`src/rtl/sadc_ctl_pkg.sv`:
```
package sadc_ctl_pkg;

    // Configuration word, transmitted from the top bit down.
    typedef struct packed {
        logic se_diff_sel;   // bit 5, first on the wire
        logic odd_sign;      // bit 4
        logic chan_sel;      // bit 3
        logic unipolar;      // bit 2: 1 = straight binary, 0 = two's complement
        logic nap_req;       // bit 1
        logic spare;         // bit 0
    } sadc_cfg_t;

    localparam int CFG_BITS     = $bits(sadc_cfg_t);
    localparam int DEF_RES_W    = 12;
    localparam int DEF_WIDE_W   = 16;

    typedef enum logic [1:0] {
        SEQ_IDLE    = 2'd0,
        SEQ_CONVERT = 2'd1,
        SEQ_SHIFT   = 2'd2,
        SEQ_ACQUIRE = 2'd3
    } seq_state_e;

    function automatic int max2(input int a, input int b);
        return (a > b) ? a : b;
    endfunction

endpackage

```
`src/rtl/sadc_ctl_seq.sv`:
```
module sadc_ctl_seq
    import sadc_ctl_pkg::*;
#(
    parameter int CONV_CYCLES = 400,
    parameter int ACQ_CYCLES  = 60,
    parameter int START_HI    = 5,
    parameter bit HOLD_START  = 1'b0
) (
    input  logic clk,
    input  logic rst,
    input  logic req,
    input  logic frame_last,
    output logic ready,
    output logic conv_start,
    output logic load_frame,
    output logic shift_en,
    output logic frame_done
);
    localparam int TMAX = max2(CONV_CYCLES, ACQ_CYCLES);
    localparam int TW   = $clog2(TMAX + 1);

    localparam logic [TW-1:0] CONV_LAST = TW'(CONV_CYCLES - 1);
    localparam logic [TW-1:0] ACQ_LAST  = TW'(ACQ_CYCLES - 1);
    localparam logic [TW-1:0] HI_LAST   = TW'(START_HI - 1);

    seq_state_e       state_q;
    logic [TW-1:0]    tmr_q;
    logic             start_q;

    always_ff @(posedge clk) begin
        if (rst) begin
            state_q <= SEQ_IDLE;
            tmr_q   <= '0;
            start_q <= 1'b0;
        end else begin
            case (state_q)
                SEQ_IDLE: begin
                    if (req) begin
                        state_q <= SEQ_CONVERT;
                        tmr_q   <= '0;
                        start_q <= 1'b1;
                    end
                end
                SEQ_CONVERT: begin
                    tmr_q <= tmr_q + 1'b1;
                    if (!HOLD_START && tmr_q == HI_LAST) begin
                        start_q <= 1'b0;
                    end
                    if (tmr_q == CONV_LAST) begin
                        state_q <= SEQ_SHIFT;
                        start_q <= 1'b0;
                        tmr_q   <= '0;
                    end
                end
                SEQ_SHIFT: begin
                    tmr_q <= '0;
                    if (frame_last) begin
                        state_q <= SEQ_ACQUIRE;
                    end
                end
                SEQ_ACQUIRE: begin
                    tmr_q <= tmr_q + 1'b1;
                    if (tmr_q == ACQ_LAST) begin
                        state_q <= SEQ_IDLE;
                    end
                end
                default: state_q <= SEQ_IDLE;
            endcase
        end
    end

    assign ready      = (state_q == SEQ_IDLE);
    assign conv_start = start_q;
    assign load_frame = (state_q == SEQ_CONVERT) && (tmr_q == CONV_LAST);
    assign shift_en   = (state_q == SEQ_SHIFT);
    assign frame_done = (state_q == SEQ_SHIFT) && frame_last;

endmodule

```
`src/rtl/sadc_ctl_clkdiv.sv`:
```
module sadc_ctl_clkdiv #(
    parameter int SCLK_HALF = 4
) (
    input  logic clk,
    input  logic rst,
    input  logic en,
    output logic sclk,
    output logic rise_tick,
    output logic fall_tick
);
    localparam int DW = (SCLK_HALF > 1) ? $clog2(SCLK_HALF) : 1;
    localparam logic [DW-1:0] HALF_LAST = DW'(SCLK_HALF - 1);

    logic [DW-1:0] div_q;
    logic          sclk_q;
    logic          wrap;

    assign wrap      = en && (div_q == HALF_LAST);
    assign rise_tick = wrap && !sclk_q;
    assign fall_tick = wrap && sclk_q;
    assign sclk      = sclk_q;

    always_ff @(posedge clk) begin
        if (rst || !en) begin
            div_q  <= '0;
            sclk_q <= 1'b0;
        end else if (wrap) begin
            div_q  <= '0;
            sclk_q <= ~sclk_q;
        end else begin
            div_q  <= div_q + 1'b1;
        end
    end

endmodule

```
`src/rtl/sadc_ctl_shift.sv`:
```
module sadc_ctl_shift #(
    parameter int RES_W = 12,
    parameter int CFG_W = 6
) (
    input  logic             clk,
    input  logic             rst,
    input  logic             load,
    input  logic [CFG_W-1:0] cfg_bits,
    input  logic             rise_tick,
    input  logic             fall_tick,
    input  logic             miso,
    output logic             mosi,
    output logic [RES_W-1:0] rx_word,
    output logic             bits_done
);
    localparam int BW = $clog2(RES_W + 1);
    localparam logic [BW-1:0] BITS_ALL = BW'(RES_W);

    logic [RES_W-1:0] tx_q;
    logic [RES_W-1:0] rx_q;
    logic [RES_W-1:0] tx_init;
    logic [BW-1:0]    bits_q;

    generate
        if (RES_W > CFG_W) begin : g_pad
            assign tx_init = {cfg_bits, {(RES_W - CFG_W){1'b0}}};
        end else begin : g_trunc
            assign tx_init = cfg_bits[CFG_W-1 -: RES_W];
        end
    endgenerate

    always_ff @(posedge clk) begin
        if (rst) begin
            tx_q   <= '0;
            rx_q   <= '0;
            bits_q <= '0;
        end else if (load) begin
            tx_q   <= tx_init;
            rx_q   <= '0;
            bits_q <= '0;
        end else begin
            if (rise_tick) begin
                rx_q   <= {rx_q[RES_W-2:0], miso};
                bits_q <= bits_q + 1'b1;
            end
            if (fall_tick) begin
                tx_q <= {tx_q[RES_W-2:0], 1'b0};
            end
        end
    end

    assign mosi      = tx_q[RES_W-1];
    assign rx_word   = rx_q;
    assign bits_done = (bits_q == BITS_ALL);

endmodule

```
`src/rtl/sadc_ctl.sv`:
```
module sadc_ctl
    import sadc_ctl_pkg::*;
#(
    parameter int RES_W       = DEF_RES_W,
    parameter int WIDE_W      = DEF_WIDE_W,
    parameter int SCLK_HALF   = 4,
    parameter int CONV_CYCLES = 400,
    parameter int ACQ_CYCLES  = 60,
    parameter int START_HI    = 5,
    parameter bit HOLD_START  = 1'b0
) (
    input  logic                clk,
    input  logic                rst,
    input  logic                req_i,
    input  logic [CFG_BITS-1:0] cfg_i,
    output logic                ready_o,
    output logic                done_o,
    output logic [RES_W-1:0]    result_o,
    output logic [WIDE_W-1:0]   result_wide_o,
    output logic                conv_start_o,
    output logic                sclk_o,
    output logic                mosi_o,
    input  logic                miso_i
);
    localparam int EXT_W = WIDE_W - RES_W;

    logic             ready;
    logic             load_frame;
    logic             shift_en;
    logic             frame_done;
    logic             rise_tick;
    logic             fall_tick;
    logic             bits_done;
    logic [RES_W-1:0] rx_word;

    sadc_cfg_t        cfg_q;
    logic             fmt_uni_q;
    logic             done_q;
    logic [RES_W-1:0] result_q;
    logic [WIDE_W-1:0] wide_q;
    logic [WIDE_W-1:0] wide_d;

    sadc_ctl_seq #(
        .CONV_CYCLES (CONV_CYCLES),
        .ACQ_CYCLES  (ACQ_CYCLES),
        .START_HI    (START_HI),
        .HOLD_START  (HOLD_START)
    ) seq_i (
        .clk        (clk),
        .rst        (rst),
        .req        (req_i),
        .frame_last (fall_tick && bits_done),
        .ready      (ready),
        .conv_start (conv_start_o),
        .load_frame (load_frame),
        .shift_en   (shift_en),
        .frame_done (frame_done)
    );

    sadc_ctl_clkdiv #(
        .SCLK_HALF (SCLK_HALF)
    ) clkdiv_i (
        .clk       (clk),
        .rst       (rst),
        .en        (shift_en),
        .sclk      (sclk_o),
        .rise_tick (rise_tick),
        .fall_tick (fall_tick)
    );

    sadc_ctl_shift #(
        .RES_W (RES_W),
        .CFG_W (CFG_BITS)
    ) shift_i (
        .clk       (clk),
        .rst       (rst),
        .load      (load_frame),
        .cfg_bits  (cfg_q),
        .rise_tick (rise_tick),
        .fall_tick (fall_tick),
        .miso      (miso_i),
        .mosi      (mosi_o),
        .rx_word   (rx_word),
        .bits_done (bits_done)
    );

    // Extension for the word just received, using the format of its own conversion.
    generate
        if (EXT_W > 0) begin : g_ext
            assign wide_d = fmt_uni_q ? {{EXT_W{1'b0}}, rx_word}
                                      : {{EXT_W{rx_word[RES_W-1]}}, rx_word};
        end else begin : g_noext
            assign wide_d = rx_word[WIDE_W-1:0];
        end
    endgenerate

    always_ff @(posedge clk) begin
        if (rst) begin
            cfg_q     <= '0;
            fmt_uni_q <= 1'b1;
            done_q    <= 1'b0;
            result_q  <= '0;
            wide_q    <= '0;
        end else begin
            done_q <= 1'b0;
            if (req_i && ready) begin
                cfg_q <= sadc_cfg_t'(cfg_i);
            end
            if (frame_done) begin
                done_q    <= 1'b1;
                result_q  <= rx_word;
                wide_q    <= wide_d;
                fmt_uni_q <= cfg_q.unipolar;   // applies to the next conversion
            end
        end
    end

    assign ready_o       = ready;
    assign done_o        = done_q;
    assign result_o      = result_q;
    assign result_wide_o = wide_q;

endmodule

```
`config.mk`:
```
export PLATFORM = sky130hd
export DESIGN_NAME = sadc_ctl
export DESIGN_NICKNAME = d
export VERILOG_FILES = /design/src/rtl/sadc_ctl_pkg.sv /design/src/rtl/sadc_ctl_seq.sv /design/src/rtl/sadc_ctl_clkdiv.sv /design/src/rtl/sadc_ctl_shift.sv /design/src/rtl/sadc_ctl.sv
export SDC_FILE = /design/constraint.sdc
export NUM_CORES = 1
export LEC_CHECK = 0
export ABC_AREA = 1
export BUFFER_PORTS_ARGS = -buffer_cell sky130_fd_sc_hd__clkbuf_2
export CAP_MARGIN = 40
export CELL_PAD_IN_SITES_DETAIL_PLACEMENT = 0
export CELL_PAD_IN_SITES_GLOBAL_PLACEMENT = 2
export CORE_MARGIN = 5
export CORE_UTILIZATION = 32
export CTS_CLUSTER_DIAMETER = 60
export DETAILED_ROUTE_END_ITERATION = 7
export PLACE_DENSITY = 0.78
export SLEW_MARGIN = 20
export SYNTH_ARGS = -nofsm -noshare
export SYNTH_HDL_FRONTEND = slang
export SYNTH_HIERARCHICAL = 1
export SYNTH_SLANG_ARGS = --single-unit
```
`constraint.sdc`:
```
create_clock -name clk -period 2 [get_ports clk]
set_input_delay 0.4 -clock clk [delete_from_list [all_inputs] [get_ports clk]]
set_output_delay 0.4 -clock clk [all_outputs]
set_load 0.005 [all_outputs]
```
; Yosys cells after proc, flatten, opt, wreduce, memory -nomap -nowiden
; Index checks and enable logic that the tools add are counted.
; Widths: inputs -> output; s select.
[word_totals]
reg_bits = 73
input_bits = 10
output_inout_bits = 33
wordCells = 68
[classes]
n_bitwise = 1
n_eq_ne = 13
mux = 16
reduce_logical = 17
addsub = 3
[ops]
columns = op, count
row1 = $pmux 9 s4, 1
row2 = $mux 12, 2
row3 = $mux 9, 2
row4 = $mux 16, 1
row5 = $add 9x1->9 const B, 1
row6 = $eq 9x3->1 const B, 1
row7 = $eq 9x6->1 const B, 1
row8 = $eq 9x9->1 const B, 1
row9 = $mux 2, 4
row10 = $pmux 2 s4, 1
row11 = $logic_and 1x1->1, 7
row12 = $eq 2x2->1 const B, 3
row13 = $ne 2x2->1 const B, 3
row14 = $add 4x1->4 const B, 1
row15 = $eq 4x4->1 const B, 1
row16 = $mux 1, 4
row17 = $reduce_and 4->1, 1
row18 = $reduce_bool 2->1, 2
row19 = $reduce_or 2->1, 2
row20 = $ne 3x2->1 const B, 1
row21 = $reduce_and 3->1, 1
row22 = $add 2x1->2 const B, 1
row23 = $eq 2x1->1 const B, 1
row24 = $logic_not 1->1, 2
row25 = other kinds (5), 5

; Logic depth before layout (Yosys ltp)
[logic_depth]
ltp_word = 6
ltp_mapped = 12
mapped_depth_nobuf = 12

; Modules after synthesis
; The synthesis kept the hierarchy.
[by_module_without_submodules]
columns = mod, seq_area_each_um2, cells_per_inst, n_inst, area_per_inst_um2
row1 = sadc_ctl_shift, 440.4, 120, 1, 918.4
row2 = sadc_ctl_seq, 240.2, 122, 1, 913.4
row3 = sadc_ctl, 420.4, 106, 1, 865.8
row4 = sadc_ctl_clkdiv, 60.1, 18, 1, 127.6

; Least setup slack after synthesis
; Ideal clock, no wire load.
[synth_timing]
path_type = register to register
from = register seq_i.state_q[0]
to = register result_q[1], in the netlist result_o[1]
required_ns = 1.884
arrival_time_ns = 1.743
setup_ns = 0.116
stages_incl_launch_ff = 13
slack_ns = 0.141
n_path_buf = 1
synth_period_minus_slack_ns = 1.859
cell_sequence = dfxtp_1 -> inv_1 -> ha_1 -> nand2_1 -> nor2_1 -> nand2_1 -> inv_1 -> nand2_1 -> inv_1 -> inv_2 -> buf_6 -> nor2_1 -> nor2_1
[synth_between]
elab_chain_len = 5
[synth_lines]
columns = item, line
row1 = start: declaration, sadc_ctl_seq.sv:26  ; seq_state_e state_q;
row2 = start signal: assignment, sadc_ctl_seq.sv:32  ; state_q <= SEQ_IDLE;
row3 = start signal: assignment, sadc_ctl_seq.sv:39  ; state_q <= SEQ_CONVERT;
row4 = start signal: assignment, sadc_ctl_seq.sv:50  ; state_q <= SEQ_SHIFT;
row5 = $eq 2x2->1, sadc_ctl_seq.sv:75  ; assign shift_en = (state_q == SEQ_SHIFT);
row6 = via shift_en, sadc_ctl.sv:29  ; logic shift_en;
row7 = $logic_and 1x1->1, sadc_ctl_clkdiv.sv:18  ; assign wrap = en && (div_q == HALF_LAST);
row8 = $logic_and 1x1->1, sadc_ctl_clkdiv.sv:20  ; assign fall_tick = wrap && sclk_q;
row9 = via fall_tick, sadc_ctl.sv:32  ; logic fall_tick;
row10 = $logic_and 1x1->1, sadc_ctl.sv:52  ; .frame_last (fall_tick && bits_done),
row11 = $logic_and 1x1->1, sadc_ctl_seq.sv:76  ; assign frame_done = (state_q == SEQ_SHIFT) && frame_last;
row12 = via frame_done, sadc_ctl.sv:30  ; logic frame_done;
row13 = end signal: assignment, sadc_ctl.sv:111  ; result_q <= rx_word;
row14 = end: declaration, sadc_ctl.sv:39  ; logic [RES_W-1:0] result_q;
; The timed path passes the listed nets, and every way through them passes these cells.
; A chain may end at the register's enable or synchronous reset.

; Worst setup path after layout
[layout_timing]
from = register seq_i.state_q[0]
to = output port ready_o
[layout_between]
elab_chain_len = 1
[layout_lines]
columns = item, line
row1 = $logic_not 2->1, sadc_ctl_seq.sv:72  ; assign ready = (state_q == SEQ_IDLE);
row2 = end: declaration, sadc_ctl.sv:16  ; output logic ready_o,
; No other way between the ends.

==> results.json <==
{
  "drc": 0,
  "cts-root-buf": "clkbuf_8",
  "synth_edf_count": 0,
  "worstPathArrival_ps": 1370,
  "via_count": 2250,
  "min_period_over_period_pct": 88.31,
  "fin_nets": 426,
  "grt_overflow_total": 0,
  "cts_buffer_depth": 2,
  "syn-num-nets": 387,
  "slowest_stage": "dfxtp_1",
  "die_area_um2": 10810,
  "gp_congestion": 0.7436,
  "r2r_cells": 7,
  "core-area_um2": 8678,
  "htreeDepth": 3,
  "endpoint_kind": "output port",
  "synth-async-reset-ratio_pct": 0,
  "start_kind": "flop",
  "drt-pass1-iter-count": 4,
  "post_cts_buffers": 0,
  "cts_sinks": 58,
  "max_slew_margin_pct": 75.48,
  "fmax_ghz": 0.5662,
  "setup_tns_ps": 0,
  "io_pins": 43,
  "r2r_start": "seq_i/state_q[0]",
  "clk_latency_ps": 330,
  "rsz0062_at_grt": "false",
  "hpwlAfterDp_um": 4267,
  "grt_util_all_layers_pct": 11.46,
  "fin_util_pct": 37.70,
  "crit_chain": "inv_1, ha_1, buf_4, clkbuf_2",
  "diodes": 0,
  "dr_wl_met2_um": 2526,
  "wl_met3_um": 280,
  "r2r-end": "shift_i/rx_word[4]",
  "synthTopCellsByCount": "nand2_1 (81), dfxtp_1 (58), nor2_1 (44)",
  "yosysSeqAreaShare_pct": 41.10,
  "skew_ps": 12.18,
  "synthCells": 366,
  "synth.largest_area_cell": "dfxtp_1",
  "nFillCells": 926,
  "viasPerCell": 4.344,
  "grt_pass1_wl_um": 10390,
  "ant_nets": 0,
  "synth_area_per_cell_um2": 7.719,
  "peakVddDrop_v": 0.0004911,
  "grt_pass1_vias": 2198,
  "required_ps": 1600,
  "yosysTopAreaCellShare_pct": 41.10,
  "synth.area.top_cells": "dfxtp_1 (41%), nand2_1 (11%), nor2_1 (5.8%), ha_1 (4.9%), inv_1 (4.5%)",
  "grt_max_degree": 16,
  "synth_area_um2": 2825,
  "slew_violations": 0,
  "crit_start": "seq_i/state_q[0]",
  "io_buffers": 42,
  "crit_buf_inv": 3,
  "ys_warn_count": 6,
  "routed.top_layer": "met4",
  "worstPathMaxFanout": 8,
  "worstSetupEndpoint": "ready_o",
  "synth-main-ff-cell": "dfxtp_1",
  "final_hold_viol_count": 0,
  "holdBufCountCts": 0,
  "cpLargestDelayFamily": "buffers and inverters",
  "drive_above_1_share_pct": 27.56,
  "start_util_pct": 32.55,
  "wire_per_inst_um": 11.20,
  "ys_ff_latch": 58,
  "powerDensity_nw_per_um2": 936.1,
  "routed_wl_um": 5803,
  "setup_viol": 0,
  "cts.clk_slew.worst_paths_ps": 70,
  "rows": 34,
  "drt_iter0_drc": 82,
  "wl_met1_um": 2952,
  "cap_violations": 0,
  "numCtsBuffers": 9,
  "grt_antenna_before_repair": 0,
  "reg2reg_slack_ps": 340,
  "tightestPinTransition_ps": 366.5,
  "p_leak_uw": 0.001469,
  "yosysMostFrequentCell": "nand2_1",
  "die_h_um": 104.0,
  "synth.distinct_cells": 28,
  "cts-resized-gates": 0,
  "cts_tree": "built",
  "crit_cells": 4,
  "syn_to_final_growth_pct": 15.81,
  "min_period_ps": 1766,
  "worstSetupPathType": "reg2out",
  "die_w_um": 104.0,
  "hp-class": "in2reg",
  "max_stage_delay_ps": 380,
  "outcome": "completed"
}
==> state kept, by name, indices dropped and copies added (netlist names) <==
name	flops
done_o	1
shift_i/rx_word	12
seq_i/state_q	2
shift_i/tx_q	6
seq_i/tmr_q	9
cfg_q	6
result_wide_o	2
fmt_uni_q	1
shift_i/bits_q	4
clkdiv_i/div_q	2
seq_i/conv_start	1
result_o	11
clkdiv_i/sclk	1
==> stage by stage <==
stage / std cells / total power [µW] / area, µm² / hold slack (ps) / worst slack (ps)
after floorplan: 366 / 1732 / 2825 / 397.3 / 141.5
after global placement: 502 / 1901 / 3052 / 407.5 / 382.6
after detailed placement: 502 / 1902 / 3052 / 422.3 / 344.2
after CTS: 518 / 3128 / 3272 / 286.8 / 193.4
after global routing: 518 / 3253 / 3272 / 293.7 / 129.0
final: 518 / 3063 / 3272 / 311.1 / 233.9
==> placed cells by master, fill, tap and decap left out, types with 6 or more instances in the layout <==
cell type	synthesis	layout
ha_1	11	11
a21oi_1	22	22
clkbuf_2	0	42
o21ai_0	16	16
nor2_4	6	6
clkbuf_8	0	10
dfxtp_1	58	58
inv_1	34	34
nor2_1	44	44
nand2_1	81	81
a21oi_2	7	7
inv_2	9	9
nand3_1	17	17
buf_4	15	8
nor2_2	12	12
==> worst min path at each step <==
stage                            startpoint           endpoint  slack (ps)  depth (start not counted)
after global routing               cfg_i[3]           cfg_q[3]         290                          3
after floorplan           clkdiv_i/div_q[0]  clkdiv_i/div_q[0]         400                          1
after detailed placement  clkdiv_i/div_q[0]  clkdiv_i/div_q[0]         420                          1
final                              cfg_i[3]           cfg_q[3]         310                          3
after global placement    clkdiv_i/div_q[0]  clkdiv_i/div_q[0]         410                          1
after CTS                          cfg_i[3]           cfg_q[3]         290                          3
==> cells by family (layout without fill, tap and decap cells) <==
logic type | Yosys count | count (layout) | synth area share (%)
and+or+nand+nor | 181 | 181 | 31.71
DFF | 58 | 58 | 41.10
xor gates and xnor gates | 2 | 2 | 0.6201
AOI/OAI and AO/OA | 48 | 48 | 9.522
adders and majority gates | 11 | 11 | 4.871
buffers and inverters | 66 | 110 | 12.18
==> layer usage <==
layer  GRT usage [%]  vias up
li1                -     1215
met1           15.63      996
met2           16.80       35
met3           4.345        4
met4           3.330        0
met5               0        -
==> worst reg2reg max path, stage by stage, from the launching register on <==
cell	delay, ps
dfxtp_1	340
inv_1	110
ha_1	240
nand2_1	90
nor2_1	300
inv_2	220
o21ai_1	190
a21oi_2	40
==> power breakdown <==
part | total, µW | switching [µW] | internal [µW]
registers | 1270 | 46.7 | 1220
logic | 599 | 381 | 218
clock network | 1200 | 459 | 737
==> cell type report <==
| cell class | instances | area, µm² | area share (%) |
|---|---|---|---|
| multi-input combinational | 242 | 1320 | 40.34 |
| inverter | 44 | 165.2 | 5.048 |
| clock buffer | 12 | 145.1 | 4.436 |
| sequential | 58 | 1161 | 35.49 |
| timing repair buffer | 50 | 270.3 | 8.260 |
| clock inverter | 4 | 75.07 | 2.294 |
| tap | 108 | 135.1 | 4.130 |
(Power assumes the default switching activity.)
